## src/rtl/rtc_pkg.sv

```systemverilog
package rtc_pkg;
   typedef enum logic [2:0] {
      RA_CTRL = 3'd0,
      RA_SEC  = 3'd1,
      RA_SUB  = 3'd2,
      RA_ASEC = 3'd3,
      RA_ASUB = 3'd4,
      RA_MASK = 3'd5,
      RA_RAW  = 3'd6,
      RA_MIS  = 3'd7
   } rtc_reg_e;

   localparam int CTRL_OSC_BIT  = 0;
   localparam int CTRL_RUN_BIT  = 1;
   localparam int CTRL_WAKE_BIT = 2;
   localparam int MAP_ADDR_W    = 3;

   typedef struct packed {
      logic osc_on;
      logic run_on;
      logic wake_on;
   } rtc_ctrl_t;
endpackage

```

## src/rtl/rtc_regs.sv

```systemverilog
module rtc_regs
   import rtc_pkg::*;
#(
   parameter int DATA_W = 32,
   parameter int ADDR_W = 3,
   parameter int SEC_W  = 32,
   parameter int SUB_W  = 15
) (
   input  logic              clk,
   input  logic              rst_n,
   input  logic              wr_en,
   input  logic [ADDR_W-1:0] wr_addr,
   input  logic [DATA_W-1:0] wr_data,
   output rtc_ctrl_t         ctrl_o,
   output logic [SEC_W-1:0]  alarm_sec_o,
   output logic [SUB_W-1:0]  alarm_sub_o,
   output logic              mask_o,
   output logic              load_o,
   output logic [SEC_W-1:0]  load_val_o,
   output logic              clr_o
);
   rtc_ctrl_t        ctrl_q;
   logic [SEC_W-1:0] asec_q;
   logic [SUB_W-1:0] asub_q;
   logic             mask_q;
   logic             hit_ctrl, hit_asec, hit_asub, hit_mask;
   logic             unused_hi;

   assign unused_hi = ^wr_data;

   always_comb begin
      hit_ctrl = wr_en && (wr_addr == ADDR_W'(RA_CTRL));
      hit_asec = wr_en && (wr_addr == ADDR_W'(RA_ASEC));
      hit_asub = wr_en && (wr_addr == ADDR_W'(RA_ASUB));
      hit_mask = wr_en && (wr_addr == ADDR_W'(RA_MASK));
      load_o   = wr_en && (wr_addr == ADDR_W'(RA_SEC));
      clr_o    = wr_en && (wr_addr == ADDR_W'(RA_RAW)) && wr_data[0];
   end

   assign load_val_o = wr_data[SEC_W-1:0];

   always_ff @(posedge clk) begin
      if (!rst_n) begin
         ctrl_q <= '0;
         asec_q <= '0;
         asub_q <= '0;
         mask_q <= 1'b0;
      end else begin
         if (hit_ctrl) begin
            ctrl_q.osc_on  <= wr_data[CTRL_OSC_BIT];
            ctrl_q.run_on  <= wr_data[CTRL_RUN_BIT];
            ctrl_q.wake_on <= wr_data[CTRL_WAKE_BIT];
         end
         if (hit_asec) asec_q <= wr_data[SEC_W-1:0];
         if (hit_asub) asub_q <= wr_data[SUB_W-1:0];
         if (hit_mask) mask_q <= wr_data[0];
      end
   end

   assign ctrl_o      = ctrl_q;
   assign alarm_sec_o = asec_q;
   assign alarm_sub_o = asub_q;
   assign mask_o      = mask_q;
endmodule

```

## src/rtl/rtc_count.sv

```systemverilog
module rtc_count #(
   parameter int SEC_W = 32,
   parameter int SUB_W = 15
) (
   input  logic             clk,
   input  logic             rst_n,
   input  logic             tick_i,
   input  logic             run_i,
   input  logic             load_i,
   input  logic [SEC_W-1:0] load_val_i,
   output logic [SEC_W-1:0] sec_o,
   output logic [SUB_W-1:0] sub_o,
   output logic             step_o,
   output logic [SEC_W-1:0] sec_nxt_o,
   output logic [SUB_W-1:0] sub_nxt_o
);
   localparam logic [SUB_W-1:0] SUB_TOP = '1;

   logic [SEC_W-1:0] sec_q;
   logic [SUB_W-1:0] sub_q;
   logic             wrap;

   always_comb begin
      step_o    = tick_i && run_i && !load_i;
      wrap      = (sub_q == SUB_TOP);
      sub_nxt_o = sub_q + 1'b1;
      sec_nxt_o = wrap ? sec_q + 1'b1 : sec_q;
   end

   always_ff @(posedge clk) begin
      if (!rst_n) begin
         sec_q <= '0;
         sub_q <= '0;
      end else if (load_i) begin
         sec_q <= load_val_i;
         sub_q <= '0;
      end else if (step_o) begin
         sec_q <= sec_nxt_o;
         sub_q <= sub_nxt_o;
      end
   end

   assign sec_o = sec_q;
   assign sub_o = sub_q;
endmodule

```

## src/rtl/rtc_alarm.sv

```systemverilog
module rtc_alarm #(
   parameter int SEC_W = 32,
   parameter int SUB_W = 15
) (
   input  logic             clk,
   input  logic             rst_n,
   input  logic             step_i,
   input  logic [SEC_W-1:0] sec_nxt_i,
   input  logic [SUB_W-1:0] sub_nxt_i,
   input  logic [SEC_W-1:0] alarm_sec_i,
   input  logic [SUB_W-1:0] alarm_sub_i,
   input  logic             clr_i,
   input  logic             mask_i,
   input  logic             wake_en_i,
   output logic             raw_o,
   output logic             irq_o,
   output logic             wake_o
);
   logic raw_q, wake_q, hit;

   always_comb begin
      hit = step_i && (sec_nxt_i == alarm_sec_i) && (sub_nxt_i == alarm_sub_i);
   end

   always_ff @(posedge clk) begin
      if (!rst_n) begin
         raw_q  <= 1'b0;
         wake_q <= 1'b0;
      end else begin
         if (hit)        raw_q <= 1'b1;
         else if (clr_i) raw_q <= 1'b0;
         wake_q <= hit && wake_en_i;
      end
   end

   assign raw_o  = raw_q;
   assign irq_o  = raw_q & mask_i;
   assign wake_o = wake_q;
endmodule

```

## src/rtl/rtc_subsec_match.sv

```systemverilog
module rtc_subsec_match
   import rtc_pkg::*;
#(
   parameter int DATA_W   = 32,
   parameter int ADDR_W   = 3,
   parameter int SEC_W    = 32,
   parameter int SUB_W    = 15,
   parameter bit READ_REG = 1'b0
) (
   input  logic              clk,
   input  logic              rst_n,
   input  logic              lf_tick,
   input  logic              wr_en,
   input  logic [ADDR_W-1:0] wr_addr,
   input  logic [DATA_W-1:0] wr_data,
   input  logic [ADDR_W-1:0] rd_addr,
   output logic [DATA_W-1:0] rd_data,
   output logic              irq_o,
   output logic              wake_o
);
   if (SEC_W > DATA_W) begin : g_bad_sec
      $error("SEC_W must not exceed DATA_W");
   end
   if (SUB_W > DATA_W) begin : g_bad_sub
      $error("SUB_W must not exceed DATA_W");
   end
   if (ADDR_W < MAP_ADDR_W) begin : g_bad_addr
      $error("ADDR_W too narrow for the register map");
   end
   if (SUB_W < 2) begin : g_bad_subw
      $error("SUB_W must be at least 2");
   end

   rtc_ctrl_t        ctrl;
   logic [SEC_W-1:0] alarm_sec, load_val, sec_cnt, sec_nxt;
   logic [SUB_W-1:0] alarm_sub, sub_cnt, sub_nxt;
   logic             mask_q, load_stb, clr_stb, cnt_run, step, raw_q;
   logic [DATA_W-1:0] rd_mux;

   assign cnt_run = ctrl.osc_on && ctrl.run_on;

   rtc_regs #(.DATA_W(DATA_W), .ADDR_W(ADDR_W), .SEC_W(SEC_W), .SUB_W(SUB_W)) u_regs (
      .clk(clk), .rst_n(rst_n), .wr_en(wr_en), .wr_addr(wr_addr), .wr_data(wr_data),
      .ctrl_o(ctrl), .alarm_sec_o(alarm_sec), .alarm_sub_o(alarm_sub), .mask_o(mask_q),
      .load_o(load_stb), .load_val_o(load_val), .clr_o(clr_stb)
   );

   rtc_count #(.SEC_W(SEC_W), .SUB_W(SUB_W)) u_count (
      .clk(clk), .rst_n(rst_n), .tick_i(lf_tick), .run_i(cnt_run), .load_i(load_stb),
      .load_val_i(load_val), .sec_o(sec_cnt), .sub_o(sub_cnt), .step_o(step),
      .sec_nxt_o(sec_nxt), .sub_nxt_o(sub_nxt)
   );

   rtc_alarm #(.SEC_W(SEC_W), .SUB_W(SUB_W)) u_alarm (
      .clk(clk), .rst_n(rst_n), .step_i(step), .sec_nxt_i(sec_nxt), .sub_nxt_i(sub_nxt),
      .alarm_sec_i(alarm_sec), .alarm_sub_i(alarm_sub), .clr_i(clr_stb), .mask_i(mask_q),
      .wake_en_i(ctrl.wake_on), .raw_o(raw_q), .irq_o(irq_o), .wake_o(wake_o)
   );

   always_comb begin
      rd_mux = '0;
      case (rd_addr)
         ADDR_W'(RA_CTRL): begin
            rd_mux[CTRL_OSC_BIT]  = ctrl.osc_on;
            rd_mux[CTRL_RUN_BIT]  = ctrl.run_on;
            rd_mux[CTRL_WAKE_BIT] = ctrl.wake_on;
         end
         ADDR_W'(RA_SEC):  rd_mux[SEC_W-1:0] = sec_cnt;
         ADDR_W'(RA_SUB):  rd_mux[SUB_W-1:0] = sub_cnt;
         ADDR_W'(RA_ASEC): rd_mux[SEC_W-1:0] = alarm_sec;
         ADDR_W'(RA_ASUB): rd_mux[SUB_W-1:0] = alarm_sub;
         ADDR_W'(RA_MASK): rd_mux[0] = mask_q;
         ADDR_W'(RA_RAW):  rd_mux[0] = raw_q;
         ADDR_W'(RA_MIS):  rd_mux[0] = raw_q & mask_q;
         default:          rd_mux = '0;
      endcase
   end

   if (READ_REG) begin : g_rd_flop
      logic [DATA_W-1:0] rd_q;
      always_ff @(posedge clk) begin
         if (!rst_n) rd_q <= '0;
         else        rd_q <= rd_mux;
      end
      assign rd_data = rd_q;
   end else begin : g_rd_comb
      assign rd_data = rd_mux;
   end
endmodule

```

## config.mk

```make
export PLATFORM = sky130hd
export DESIGN_NAME = rtc_subsec_match
export DESIGN_NICKNAME = d
export VERILOG_FILES = /design/src/rtl/rtc_pkg.sv /design/src/rtl/rtc_regs.sv /design/src/rtl/rtc_count.sv /design/src/rtl/rtc_alarm.sv /design/src/rtl/rtc_subsec_match.sv
export SDC_FILE = /design/constraint.sdc
export NUM_CORES = 1
export LEC_CHECK = 0
export ABC_AREA = 0
export BUFFER_PORTS_ARGS = -buffer_cell sky130_fd_sc_hd__buf_2
export CAP_MARGIN = 20
export CORE_ASPECT_RATIO = 1.1
export CORE_UTILIZATION = 56
export CTS_BUF_LIST = sky130_fd_sc_hd__clkbuf_2
export DETAILED_ROUTE_END_ITERATION = 8
export PLACE_DENSITY = 0.91
export SLEW_MARGIN = 25
export SYNTH_ARGS = -nofsm -noshare
export SYNTH_HDL_FRONTEND = slang
export SYNTH_HIERARCHICAL = 1
export SYNTH_SLANG_ARGS = --single-unit
```

## constraint.sdc

```tcl
create_clock -name clk -period 2.9 [get_ports clk]
set_clock_uncertainty 0.05 [all_clocks]
set_input_delay 0.58 -clock clk [delete_from_list [all_inputs] [get_ports clk]]
set_output_delay 0.58 -clock clk [all_outputs]
set_load 0.01 [all_outputs]
```

Word level (Yosys, flattened, before mapping)

Cells that the tools add are included.

Add/sub/neg operators: 2
Equality and inequality tests: 15
Mux-type cells: 9
Bitwise gates (word level): 2
Reduce and logical (&&, ||, !) cells: 19

Operators by type and width:

| kind                    | number |
|---|---|
| $mux W32                | 3 |
| $pmux W12 S4            | 1 |
| $pmux W17 S2            | 1 |
| $add A32 B1 Y32 const B | 1 |
| $eq A32 B32 Y1          | 1 |
| $eq A3 B3 Y1 const B    | 7 |
| $add A15 B1 Y15 const B | 1 |
| $eq A15 B15 Y1          | 1 |
| $eq A15 B15 Y1 const B  | 1 |
| $logic_and A1 B1 Y1     | 13 |
| $pmux W2 S5             | 1 |
| $eq A3 B2 Y1 const B    | 3 |
| $pmux W1 S8             | 1 |
| $eq A3 B1 Y1 const B    | 2 |
| $logic_not A3 Y1        | 2 |
| $reduce_bool A2 Y1      | 2 |
| $mux W1                 | 2 |
| $reduce_or A2 Y1        | 1 |
| $and A1 B1 Y1           | 1 |
| $logic_not A1 Y1        | 1 |
| $not A1 Y1              | 1 |

Register bits: 100
Input port bits: 42
Word-level logic and storage cells: 57

Logic depth before layout (Yosys ltp)

Depth after elaboration: 7
Mapped depth: 12
Depth with buffers taken out: 11

Cells and area by module

The synthesis kept the hierarchy.

By module, submodules not included:

| module           | instances | cells each | area each (um^2) |
|---|---|---|---|
| rtc_count        | 1         | 437        | 3,283.1 |
| rtc_regs         | 1         | 239        | 2,235.9 |
| rtc_subsec_match | 1         | 110        | 842.1 |
| rtc_alarm        | 1         | 84         | 634.4 |

Least setup slack after synthesis

Ideal clock, no wire load.

Kind: register -> register
Start point: register u_count.sub_q[0], in the netlist u_count/sub_o[0]
End point: register u_alarm.wake_q, in the netlist u_alarm/wake_o
Library setup time: 0.073 ns
Arrival: 2.817 ns
Required time: 2.777 ns
Setup slack: -0.040 ns
Cell stages (with the launch flop): 13
Clock period less this slack: 2.940 ns
Cell sequence: dfxtp_1 > ha_1 > nand3_4 > or4_1 > buf_2 > nor3_2 > nand2_1 > xnor2_1 > xnor2_1 > nand4_1 > nor4_1 > nand4_1 > nor3_2

Cells in the longest elaborated chain, start to end: 6

Ends and longest elaborated chain:

| item                              | line                   | RTL |
|---|---|---|
| start: declaration                | rtc_count.sv:20        | `logic [SUB_W-1:0] sub_q;` |
| start signal: assignment          | rtc_count.sv:39        | `sub_q <= sub_nxt_o;` |
| $eq A15 B15 Y1                    | rtc_count.sv:25        | `wrap = (sub_q == SUB_TOP);` |
| $mux W32                          | rtc_count.sv:27        | `sec_nxt_o = wrap ? sec_q + 1'b1 : sec_q;` |
| via sec_nxt[21]                   | rtc_subsec_match.sv:35 | `logic [SEC_W-1:0] alarm_sec, load_val, sec_cnt, sec_nxt;` |
| $eq A32 B32 Y1                    | rtc_alarm.sv:22        | `hit = step_i && (sec_nxt_i == alarm_sec_i) && (sub_nxt_i == alarm_sub_i);` |
| $logic_and A1 B1 Y1 (2 in series) | rtc_alarm.sv:22        |  |
| $logic_and A1 B1 Y1               | rtc_alarm.sv:32        | `wake_q <= hit && wake_en_i;` |
| end signal: assignment            | rtc_alarm.sv:32        |  |
| end: declaration                  | rtc_alarm.sv:19        | `logic raw_q, wake_q, hit;` |

The timed path passes the listed nets, and every way through them passes these cells.
A chain may end at the register's enable or synchronous reset.

Worst setup path after layout

Start point: register u_count.sub_q[0], in the netlist u_count/sub_o[0]
End point: register u_alarm.raw_q, in the netlist u_alarm/raw_o

Cells in the longest elaborated chain, start to end: 6

Ends and longest elaborated chain:

| item                                          | line                   | RTL |
|---|---|---|
| $eq A15 B15 Y1 (*)                            | rtc_count.sv:25        |  |
| $mux W32 (*)                                  | rtc_count.sv:27        |  |
| via sec_nxt[27]                               | rtc_subsec_match.sv:35 |  |
| $eq A32 B32 Y1 (*)                            | rtc_alarm.sv:22        |  |
| $logic_and A1 B1 Y1 (*) (2 in series)         | rtc_alarm.sv:22        |  |
| $mux W1 or $reduce_bool A2 Y1 (tied branches) | n/a                    |  |
| end signal: assignment                        | rtc_alarm.sv:27        | `raw_q <= 1'b0;` |
| end signal: assignment                        | rtc_alarm.sv:30        | `if (hit) raw_q <= 1'b1;` |
| end signal: assignment                        | rtc_alarm.sv:31        | `else if (clr_i) raw_q <= 1'b0;` |
| end: declaration                              | rtc_alarm.sv:19        |  |

The timed path passes the listed nets; every way through them passes the cells marked *.

==> flow_summary_export.csv <==
group,metric,value,unit
run_status,status,"finished with violations",
run_status,violations,"negative setup slack",
cts,tritoncts.num_buffers,9,
yosys,synth_seq_cells,100,
drt,wl_met2,9.72,mm
drt,wl_per_cell,19.0,um
sta,min_period_over_period,1.00,
drt,wl_met1,8.59,mm
power,total_power,2650,uW
critical_path,r2r.worst_path.cells,12,
yosys,dominantRegCellSynth,"sky130_fd_sc_hd__dfxtp_1",
die,std_cell_rows,42,
critical_path,reg2reg_slack,-0.007,ns
drt,met3_length,1.73,mm
cells_and_area,final_nets,987,
sta,timing_max_transition_violations_final,0,
cts,insertion_delay,0.64,ns
sta,rsz0062_at_grt,"yes",
yosys,async_reset_ff_frac,0,
yosys,yosysSeqAreaShare,0.286,
critical_path,worst_setup_path_category,"reg -> reg",
critical_path,setup.worst_path.start_class,"register",
yosys,synthDominantCellAreaShare,0.286,
drt,top_signal_layer_used,"met4",
global_route,grt_antenna_before_repair,1,
global_route,grt_start_max_net_pins,60,
yosys,yosys.area.top_type,"sky130_fd_sc_hd__dfxtp_1",
cts,clk_path_buf_depth,2,
die,dieWidth,109,um
critical_path,cp.required,3.43,ns
cells_and_area,layout_commonest_cell,"sky130_fd_sc_hd__nand2_1",
drt,viasPerCell,6.20,
worst_hold_path,timing.hold.worst_path_depth,3,
placed_design,gp_congestion,0.990,
placed_design,place_inst,1081,
drt,detailroute.via_count,6823,
cells_and_area,final_layout_size_suffix_gt1_frac,0.221,
cts,h_tree_levels,3,
sta,final.min_clock_period,2.91,ns
cts,cts_tree,"built",
die,initial_utilization,0.579,
sta,setup_viol,1,
cts,ctsHoldBuffers,0,
drt,detailedRoute.firstIterationViolations,697,
cells_and_area,layout-area-overhead-vs-synth,12.9,%
global_route,overall_track_demand_over_capacity_in_global_routing,0.323,
yosys,post_synth_num_cell_types,60,
critical_path,cp-end-kind,"register",
power,largest_vdd_supply_drop,270,uV
sta,fin_hold_ws,0.0966,ns
die,count_of_boundary_i_o_pins,76,
sta,tightest_pin_transition,0.613,ns
cts,cts-root-buf,"sky130_fd_sc_hd__clkbuf_2",
drt,detail_route.first_pass.iterations,7,
die,fp.dieArea,12900,um2
yosys,synth-edff-count,0,
cells_and_area,layout.cells.most_common_list,"120 x sky130_fd_sc_hd__nand2_1, 96 x sky130_fd_sc_hd__dfxtp_1, 86 x sky130_fd_sc_hd__mux2i_1, 76 x sky130_fd_sc_hd__buf_4, 74 x sky130_fd_sc_hd__buf_2",
yosys,synth.cell_area,7000,um2
sta,final_critical_path_setup_slack,-0.00657,ns
cells_and_area,final_core_util,0.653,
placed_design,place.port_buffers,75,
placed_design,pre_cts_setup_slack,-0.133,ns
power,total_power_per_unit_cell_area,335,nW/um2
cts,cts.sink_count,100,
placed_design,dp.final_hpwl,15.5,mm
die,die_boundary_height,119,um
die,coreArea,12100,um2
sta,slew_limit_headroom,0.590,
yosys,netlist_top_cells_area,"sky130_fd_sc_hd__dfxtp_1 29%, sky130_fd_sc_hd__mux2i_1 12%, sky130_fd_sc_hd__xnor2_1 8.0%",
global_route,overflow,0,
sta,fmax,344,MHz
critical_path,maximum_fanout_along_the_worst_path,5,
drt,drc,0,
drt,antenna_violation_net_count_after_detailed_routing,0,
yosys,yosys_warnings,6,
cells_and_area,finish.cell_count_without_fillers,1101,
drt,totalWireLength,20.9,mm
global_route,grt_pass1_wl,32.3,mm
yosys,syn-instance-count,870,
yosys,synth.net_count,914,
critical_path,worst_ep_arrival_time,3.43,ns
cts,clk_pin_slew,0.28,ns
global_route,vias_in_the_first_global_route,6310,
yosys,synthesis.area_per_instance,8.04,um2
sta,final_hold_viol_count,0,
cells_and_area,fillCellCount,992,
flow_run,drv_cap,0,
worst_hold_path,min-delay-path-class,"in -> reg",
power,leakagePower,0.00319,uW
==> cells in the mapped netlist, drive strengths merged, types with 2 or more instances <==
| cell type | instances |
|---|---|
| a211oi | 8 |
| a21oi | 22 |
| a22oi | 16 |
| a31oi | 7 |
| and2 | 9 |
| and2b | 3 |
| and3 | 9 |
| and4 | 7 |
| buf | 63 |
| clkbuf | 30 |
| dfxtp | 100 |
| ha | 2 |
| inv | 16 |
| mux2i | 86 |
| nand2 | 121 |
| nand2b | 2 |
| nand3 | 30 |
| nand4 | 36 |
| nor2 | 58 |
| nor2b | 12 |
| nor3 | 19 |
| nor3b | 2 |
| nor4 | 17 |
| o21ai | 40 |
| o22ai | 19 |
| or2 | 4 |
| or3 | 7 |
| or4 | 3 |
| xnor2 | 64 |
| xor2 | 42 |
==> logic make-up after synthesis <==
| group | Yosys count | share of synthesized area |
|---|---|---|
| XOR/XNOR | 106 | 0.134 |
| flip-flops | 100 | 0.286 |
| adder cells (fa/ha/maj) | 2 | 0.00358 |
| AND/OR/NAND/NOR | 345 | 0.252 |
| multiplexers | 87 | 0.125 |
| AO/OA/AOI/OAI | 121 | 0.108 |
| buffers and inverters | 109 | 0.0916 |
==> worst paths after layout <==
kind | startpoint | to
min reg2reg | u_regs/alarm_sec_o[6] | u_regs/alarm_sec_o[6]
max | u_count/sub_o[0] | u_alarm/raw_o
min | wr_data[19] | u_regs/alarm_sec_o[19]
max reg2reg | u_count/sub_o[0] | u_alarm/raw_o
==> metal layers <==
metal,vias up,track usage
met5,-,0
met4,0,0.176
met3,75,0.0504
met2,366,0.512
met1,3233,0.414
li1,3149,-
==> power breakdown <==
part | internal (uW) | leakage (uW) | switching (uW)
logic | 149 | 0.00230 | 215
clock network | 360 | 0.0000838 | 484
registers | 1410 | 0.000812 | 31.5
==> cell type report <==
class / instances / area (um2) / area share
clock buffer: 9 / 45.0 / 0.00570
inverter: 16 / 60.1 / 0.00760
clock inverter: 5 / 103 / 0.0130
timing repair buffer: 155 / 1010 / 0.128
antenna: 1 / 2.50 / 0.000317
multi-input combinational: 661 / 4470 / 0.566
tap: 154 / 193 / 0.0244
sequential: 100 / 2010 / 0.254
==> flip-flops by register name, indices dropped and copies added, names as in the netlist <==
name	flops
u_regs/mask_o	1
u_alarm/raw_o	1
u_count/sub_o	15
u_alarm/wake_o	1
u_count/sec_o	32
u_regs/ctrl_o	3
u_regs/alarm_sec_o	32
u_regs/alarm_sub_o	15
==> metrics by stage <==
| step | setup TNS, ns | area, um2 |
|---|---|---|
| global route | -0.333 | 7900 |
| CTS | 0 | 7810 |
| global placement | 0 | 7600 |
| floorplan | 0 | 7000 |
| finish | -0.00657 | 7900 |
| detailed placement | -0.264 | 7600 |
==> what timing repair did <==
| item | in CTS | in global routing |
|---|---|---|
| endpoints found under the setup margin | 2 | 2 |
| setup buffers | 3 | 3 |
| endpoints found under the hold margin | 0 | 0 |
| gates resized for setup | 11 | 14 |
| pin swaps | 5 | 20 |
==> critical path, stage by stage, from the launching register on <==
cell and delay, ns:
sky130_fd_sc_hd__dfxtp_2 0.42, sky130_fd_sc_hd__ha_4 0.15, sky130_fd_sc_hd__nand3_4 0.09, sky130_fd_sc_hd__or4_4 0.55, sky130_fd_sc_hd__nor3_4 0.25, sky130_fd_sc_hd__buf_4 0.19
sky130_fd_sc_hd__nand3_4 0.08, sky130_fd_sc_hd__xnor2_2 0.14, sky130_fd_sc_hd__xnor2_1 0.16, sky130_fd_sc_hd__nand4_1 0.18, sky130_fd_sc_hd__nor4_4 0.22, sky130_fd_sc_hd__nand4_1 0.20
sky130_fd_sc_hd__o21ai_1 0.17
Note: power is estimated with default switching activity, not from simulation.
